### config.mk
export PLATFORM = sky130hd
export DESIGN_NAME = halfword_lsu
export DESIGN_NICKNAME = d
export VERILOG_FILES = /design/src/rtl/halfword_lsu.sv
export SDC_FILE = /design/constraint.sdc
export NUM_CORES = 1
export LEC_CHECK = 0
export BUFFER_PORTS_ARGS = -buffer_cell sky130_fd_sc_hd__buf_2
export CORE_MARGIN = 4
export CORE_UTILIZATION = 53
export DETAILED_ROUTE_END_ITERATION = 8
export GPL_TIMING_DRIVEN = 0
export PLACE_DENSITY = 0.84
export SETUP_SLACK_MARGIN = 0.15
export SYNTH_ARGS = -nofsm -noshare
export SYNTH_HDL_FRONTEND = slang
export SYNTH_SLANG_ARGS = --single-unit
export TNS_END_PERCENT = 10
### constraint.sdc
create_clock -name clk -period 5.3 [get_ports clk]
set_input_delay 0.795 -clock clk [delete_from_list [all_inputs] [get_ports clk]]
set_output_delay 0.795 -clock clk [all_outputs]
set_load 0.05 [all_outputs]
### src/rtl/halfword_lsu.sv
module halfword_lsu #(
  parameter int AW   = 11,
  parameter int DW   = 16,
  parameter int PCW  = 11,
  parameter int LW   = 2,
  parameter int SOFW = 11,
  parameter int LOFW = 13
) (
  input  logic            clk,
  input  logic            rst_n,
  input  logic            op_valid,
  input  logic [2:0]      op,
  input  logic [DW-1:0]   src_data,
  input  logic [15:0]     base_addr,
  input  logic [LOFW-1:0] byte_ofs,
  input  logic [LW-1:0]   label,
  input  logic            label_en,
  input  logic [PCW-1:0]  pc,
  input  logic [2*DW-1:0] mem_rdata,
  output logic            busy,
  output logic            mem_en,
  output logic            mem_we,
  output logic [AW-1:0]   mem_addr,
  output logic [3:0]      mem_be,
  output logic [2*DW-1:0] mem_wdata,
  output logic [DW-1:0]   ld_data,
  output logic            ld_valid
);
  localparam int WW   = 2 * DW;
  localparam int PADW = WW - PCW - LW - DW;
  localparam logic [2:0] OP_STL  = 3'd0;
  localparam logic [2:0] OP_STH  = 3'd1;
  localparam logic [2:0] OP_STW  = 3'd2;
  localparam logic [2:0] OP_SETO = 3'd3;
  localparam logic [2:0] OP_STIH = 3'd4;
  localparam logic [2:0] OP_STIW = 3'd5;
  localparam logic [2:0] OP_LDL  = 3'd6;
  localparam logic [2:0] OP_LDH  = 3'd7;

  logic [AW-1:0] ofs_q;
  logic          tog_q;
  logic          busy_q;
  logic [1:0]    cnt_q;
  logic          acc_q, we_q, hi_q;
  logic [AW-1:0] addr_q;
  logic [3:0]    be_q;
  logic [WW-1:0] wd_q;

  wire accept = op_valid && !busy_q;
  wire [AW-1:0] base_w = base_addr[AW-1:0];
  wire [AW-1:0] sofs_w = AW'($signed(byte_ofs[SOFW-1:2]));
  wire [AW-1:0] lofs_w = AW'($signed(byte_ofs[LOFW-1:2]));
  wire [DW-1:0] half_v = label_en ? {label, src_data[DW-LW-1:0]} : src_data;
  wire [WW-1:0] full_v = {pc, {PADW{1'b0}}, label, src_data};

  logic [AW-1:0] n_addr;
  logic [3:0]    n_be;
  logic [WW-1:0] n_wd;
  logic          n_we, n_acc;

  always_comb begin
    n_addr = base_w + sofs_w;
    n_be   = 4'b0000;
    n_wd   = {half_v, half_v};
    n_we   = 1'b1;
    n_acc  = 1'b1;
    case (op)
      OP_STL:  n_be = 4'b0011;
      OP_STH:  n_be = 4'b1100;
      OP_STW:  begin n_be = 4'b1111; n_wd = full_v; end
      OP_SETO: begin n_we = 1'b0; n_acc = 1'b0; end
      OP_STIH: begin
        n_addr = base_w + ofs_q;
        n_be   = tog_q ? 4'b1100 : 4'b0011;
      end
      OP_STIW: begin
        n_addr = base_w + ofs_q;
        n_be   = 4'b1111;
        n_wd   = full_v;
      end
      default: begin
        n_addr = base_w + lofs_w;
        n_we   = 1'b0;
      end
    endcase
  end

  always_ff @(posedge clk or negedge rst_n) begin
    if (!rst_n) begin
      busy_q <= 1'b0;
      cnt_q  <= '0;
      acc_q  <= 1'b0;
      we_q   <= 1'b0;
      hi_q   <= 1'b0;
      addr_q <= '0;
      be_q   <= '0;
      wd_q   <= '0;
    end else if (accept) begin
      busy_q <= 1'b1;
      cnt_q  <= '0;
      acc_q  <= n_acc;
      we_q   <= n_we;
      hi_q   <= (op == OP_LDH);
      addr_q <= n_addr;
      be_q   <= n_be;
      wd_q   <= n_wd;
    end else if (busy_q) begin
      cnt_q <= cnt_q + 2'd1;
      if (cnt_q == 2'd3) busy_q <= 1'b0;
    end
  end

  always_ff @(posedge clk or negedge rst_n) begin
    if (!rst_n) begin
      ofs_q <= '0;
      tog_q <= 1'b0;
    end else if (accept) begin
      case (op)
        OP_SETO: begin ofs_q <= sofs_w; tog_q <= 1'b0; end
        OP_STIH: begin
          tog_q <= !tog_q;
          if (tog_q) ofs_q <= ofs_q + AW'(1);
        end
        OP_STIW: begin ofs_q <= ofs_q + AW'(1); tog_q <= 1'b0; end
        default: ;
      endcase
    end
  end

  always_ff @(posedge clk or negedge rst_n) begin
    if (!rst_n) ld_data <= '0;
    else if (busy_q && cnt_q == 2'd1 && acc_q && !we_q)
      ld_data <= hi_q ? mem_rdata[WW-1:DW] : mem_rdata[DW-1:0];
  end

  assign busy      = busy_q;
  assign mem_en    = busy_q && cnt_q == 2'd0 && acc_q;
  assign mem_we    = mem_en && we_q;
  assign mem_addr  = addr_q;
  assign mem_be    = be_q;
  assign mem_wdata = wd_q;
  assign ld_valid  = busy_q && cnt_q == 2'd3 && acc_q && !we_q;


  accept_strobe_chk: assert property (@(posedge clk) disable iff (!rst_n)
    (accept && op != OP_SETO) |=> mem_en);

  single_strobe_chk: assert property (@(posedge clk) disable iff (!rst_n)
    mem_en |=> !mem_en);

  busy_hold_chk: assert property (@(posedge clk) disable iff (!rst_n)
    $rose(busy) |=> busy ##1 busy ##1 busy ##1 !busy);

  be_shape_chk: assert property (@(posedge clk) disable iff (!rst_n)
    mem_we |-> (mem_be == 4'b0011 || mem_be == 4'b1100 || mem_be == 4'b1111));

  seto_phase_chk: assert property (@(posedge clk) disable iff (!rst_n)
    (accept && op == OP_SETO) |=> !tog_q && !mem_en);

  auto_adv_chk: assert property (@(posedge clk) disable iff (!rst_n)
    (accept && op == OP_STIH && tog_q) |=> (ofs_q == $past(ofs_q) + AW'(1)) && !tog_q);

  ldv_pulse_chk: assert property (@(posedge clk) disable iff (!rst_n)
    ld_valid |=> !ld_valid && $stable(ld_data));
endmodule

After elaboration in Yosys (flattened, before gate mapping). Cells that the tools add are included. W data, S select, Z words.

Flip-flop bits (word level): 81. Bits in latches: 0. Memory bits (writable): 0. Bits in read-only memories: 0. Input port bits: 97. Logic and storage cells: 66. Memories: 0.

Add/subtract/negate cells: 5. Multipliers: 0. Div/mod/pow operators: 0. Magnitude comparators: 0. Equality and inequality tests: 9. Shift-type cells: 0. Multiplexer cells: 16. Bitwise logic cells: 0. Reductions and logical operators: 25.

Operators by type and width (count): $add A11 B11 Y11 (3); $pmux W11 S3 (1); $mux W16 (2); $mux W32 (1); $pmux W11 S2 (1); $pmux W4 S4 (1); $add A11 B1 Y11 const B (1); $mux W11 (1); $logic_and A1 B1 Y1 (10); $eq A3 B3 Y1 const B (3); $eq A3 B2 Y1 const B (2); $reduce_or A2 Y1 (3); $mux W1 (5); $reduce_or A5 Y1 (1); $mux W2 (2); $mux W4 (1); $reduce_bool A2 Y1 (2); $reduce_or A4 Y1 (1); $eq A3 B1 Y1 const B (1); $logic_not A1 Y1 (3); $logic_not A3 Y1 (1); $reduce_and A3 Y1 (1); $reduce_bool A3 Y1 (1); $add A2 B1 Y2 const B (1); 6 further kinds (6).

Longest topological paths before layout.
Depth after elaboration: 4. Depth in mapped cells: 12. Mapped depth without buffers: 10.

Worst setup path before layout. Ideal clock, no wire load.

Path kind: in2reg. Start: in op[2]. End: reg addr_q[10], in the netlist mem_addr[10]. Arrival time: 2.893 ns. Required time: 5.218 ns. Setup slack: 2.325 ns. Stages on the path: 12. Buffers on the path: 2. Path through: buf_2 > and2b_4 > clkbuf_1 > nand2_1 > nand2_1 > ha_1 > fa_1 > a21o_1 > nand4_1 > a211oi_1 > or3_1 > a31oi_1.

Cells in the longest elaborated chain, start to end: 3. Elaborated cells on any way between the ends: 9.

RTL lines: start, declared (RTL line 12) `input logic [2:0] op,`; $eq A3 B2 Y1, or another cell as far along (RTL line 67) `case (op)`; $reduce_or A4 Y1 (no source line) or $reduce_or A2 Y1 (tied branches); $pmux W11 S2 * (RTL line 67); end signal, assigned (RTL line 104) `addr_q <= n_addr;`; end, declared (RTL line 45) `logic [AW-1:0] addr_q;`.

Mark *: on every way between the ends. The rest lies on a longest branch, timed or not. A chain may end at the register's enable or synchronous reset.

Final worst setup path. Ends and elaborated chain as after synthesis.

==> impl_metrics.tcl <==
set metrics [dict create \
    async_flop_share 1.000 \
    multiInputGateArea_sq_mm 0.002052 \
    clkSinkCount 79 \
    gr-total-overflow 0 \
    drt.antenna.violating_nets 0 \
    cts_made_buffers 9 \
    synth_top_area_frac 0.4695 \
    clk-insertion-delay-late_ps 340 \
    cp.depth 13 \
    drc 0 \
    routed_wl_mm 11.92 \
    syn_area_sq_mm 0.004210 \
    synth.distinct_cells 51 \
    arrival_ps 3240 \
    tritoncts "yes" \
    place_congestion 0.8829 \
    die_x_microns 97.13 \
    final_cells 756 \
    maxSlewViolCount 0 \
    max_slew_margin 0.6323 \
    die_height_microns 97.13 \
    cpPeakStageDelay_ps 400 \
    slowest_stage "fa_1" \
    portBuffers 155 \
    critPathCaptureType "register" \
    io_pins 164 \
    reg2regPathDepth 9 \
    fin_crit_sh 0.5608 \
    crit_fanout 10 \
    status "completed" \
    placedCellCount 740 \
    critPathTopFamily "simple AND/OR/NAND/NOR gates" \
    syn-num-nets 594 \
    hpwl_mm 9.182 \
    synthMostInstantiatedCell "nand2_1" \
    start_util 0.5449 \
    criticalPathCategory "in -> reg" \
    synth_edf_count 0 \
    htree_num_levels 3 \
    p_int_uw 1653 \
    seq_area_frac_synth 0.4695 \
    worst_slew_pin_slew_ps 551.6 \
    startpoint "op[2]" \
    p_clk_frac 0.145 \
    crit_chain "buf_2 > buf_2 > and2b_4 > clkbuf_1 > nand2_1 > nand2_1 > ha_1 > fa_1 > a21o_1 > nand4_1 > a211oi_1 > or3_1 > a31oi_1" \
    netlist_instances 482 \
    fmax_mhz 336.5 \
    final.fill_count 630 \
    drt_iter0_drc 192 \
    nets 761 \
    setup-tns-final_ps 0 \
    rows 32 \
    cap_violations 0 \
    finalHoldViolations 0 \
    vias 4179 \
    comb_power_share 0.540 \
    fp.dieArea_sq_mm 0.009434 \
    antenna_found_initial 0 \
    p_sw_uw 1789 \
    fin_skew_ps 12.67 \
    synth_area_leaders "dfrtp_1, nand2_1, mux2i_1" \
    post_cts_buffers 0 \
    grt_pass1_wl_mm 19.50 \
    highest_layer "met4" \
    synth-seq-cells 79 \
    post_drt_wl_per_cell_microns 15.76 \
    ys.flop_type "dfrtp_1" \
    area_growth_syn_to_layout_pct 27.40 \
    wl_met2_mm 6.021 \
    core_area_sq_mm 0.007727 \
    cp.required_ps 5570 \
    viasPerCell 5.528 \
    clkTransAtPathRegs_ps 90 \
    ir_drop_mv 0.3823 \
    swShare 0.5199 \
    cts_hold_buffers 0 \
    yosysWarnings 0 \
    clockBufferDepth 2 \
    hold_path_class "in -> async" \
    seq_power_share 0.316 \
    drive_above_1_share 0.3089 \
    regArea_sq_mm 0.001977 \
    root_buffer "clkbuf_8" \
    p_leak_uw 0.002753 \
    finalSetupViolCount 0 \
    period_minus_slack_ps 2972 \
    avgSynthCellArea_sq_um 8.735 \
    antenna-diode-count 0 \
    cts_resized 0 \
    met3_length_microns 854 \
    grtUsageTotal 0.2516 \
    reg2reg_from "ofs_q[0]" \
    crit_path_start_kind "primary input" \
    yosys-top-cells-count "nand2_1, dfrtp_1, o21ai_0, nor2_1, a21oi_1" \
    rsz0062_at_grt "false" \
    grt_max_degree 55 \
    p_per_area_mw_per_mm2 641.7 \
    yosys.area.top_type "dfrtp_1" \
    drt-met1-wl_mm 4.835 \
    cp.buffers_inverters 3 \
    drt_pre_antenna_iters 5 \
    grt_pass1_vias 4131 \
]
-- sequential cells by signal, summed over array words and instances, names as in the netlist --
name / cells
cnt_q: 2
mem_addr: 11
mem_wdata: 32
busy: 1
ld_data: 16
ofs_q: 11
we_q: 1
tog_q: 1
acc_q: 1
hi_q: 1
mem_be: 2
-- routing by layer --
layer | vias to the layer above | track usage
met5 | - | 0
met4 | 0 | 0.07451
met3 | 22 | 0.04882
met2 | 169 | 0.4437
met1 | 1985 | 0.3129
li1 | 2003 | -
-- cells by family (layout without fill, tap and decap cells) --
| logic type | count (synthesis) | in the layout | synth area share |
|---|---|---|---|
| buf+inv | 37 | 209 | 0.04309 |
| simple gates | 212 | 212 | 0.2122 |
| xor+xnor | 5 | 5 | 0.01040 |
| compound gates | 114 | 114 | 0.1703 |
| mux | 20 | 20 | 0.04814 |
| fa+ha+maj | 15 | 15 | 0.04636 |
| flops | 79 | 79 | 0.4695 |
-- through the flow --
step	util	setup slack [ps]	power (uW)	area, sq um	hold WS, ps
global route	0.6941	2141	3644	5364	366.1
detailed placement	0.6656	1982	2959	5144	459.1
finish	0.6941	2328	3442	5364	353.6
floorplan	-	2325	2465	4210	475.5
global placement	0.6618	1969	2897	5114	452.6
CTS	0.6941	2347	3460	5364	354.6
-- path summary, 6_finish.rpt --
kind | endpoint | slack [ps]
setup / recovery | mem_addr[10] | 2330
hold / removal | mem_wdata[7] | 350
setup reg to reg | mem_addr[10] | 3130
hold reg to reg | mem_wdata[7] | 480
max in group asynchronous | ofs_q[0] | 4350
min in group clk | mem_wdata[7] | 480
-- area by class of cell --
type                       count  area share
multi-input combinational    366      0.3826
sequential                    79      0.3686
timing repair buffer         156      0.1502
buffer                        32     0.03032
clock buffer                  11     0.02636
tap                          102     0.02379
clock inverter                 5     0.01470
inverter                       5    0.003499
-- layout by cell type (no fill, tap or decap), types with 6 or more instances in the layout --
master / instances
buf_2: 170
mux2i_1: 18
o21ai_0: 34
clkbuf_8: 10
a21oi_1: 24
nor2_1: 31
nand3_1: 6
dfrtp_1: 79
nand2_1: 144
clkbuf_1: 9
ha_1: 14
o31ai_1: 8
a31oi_1: 14
-- power groups by stage --
| stage | registers, uW | clock network, uW | logic, uW |
|---|---|---|---|
| finish | 1090 | 499 | 1860 |
| detailed placement | 1100 | 0 | 1860 |
| global route | 1130 | 537 | 1980 |
| floorplan | 1870 | 0 | 595 |
| CTS | 1080 | 508 | 1870 |
| global placement | 1080 | 0 | 1820 |
Power figures use the tool's default switching activity.
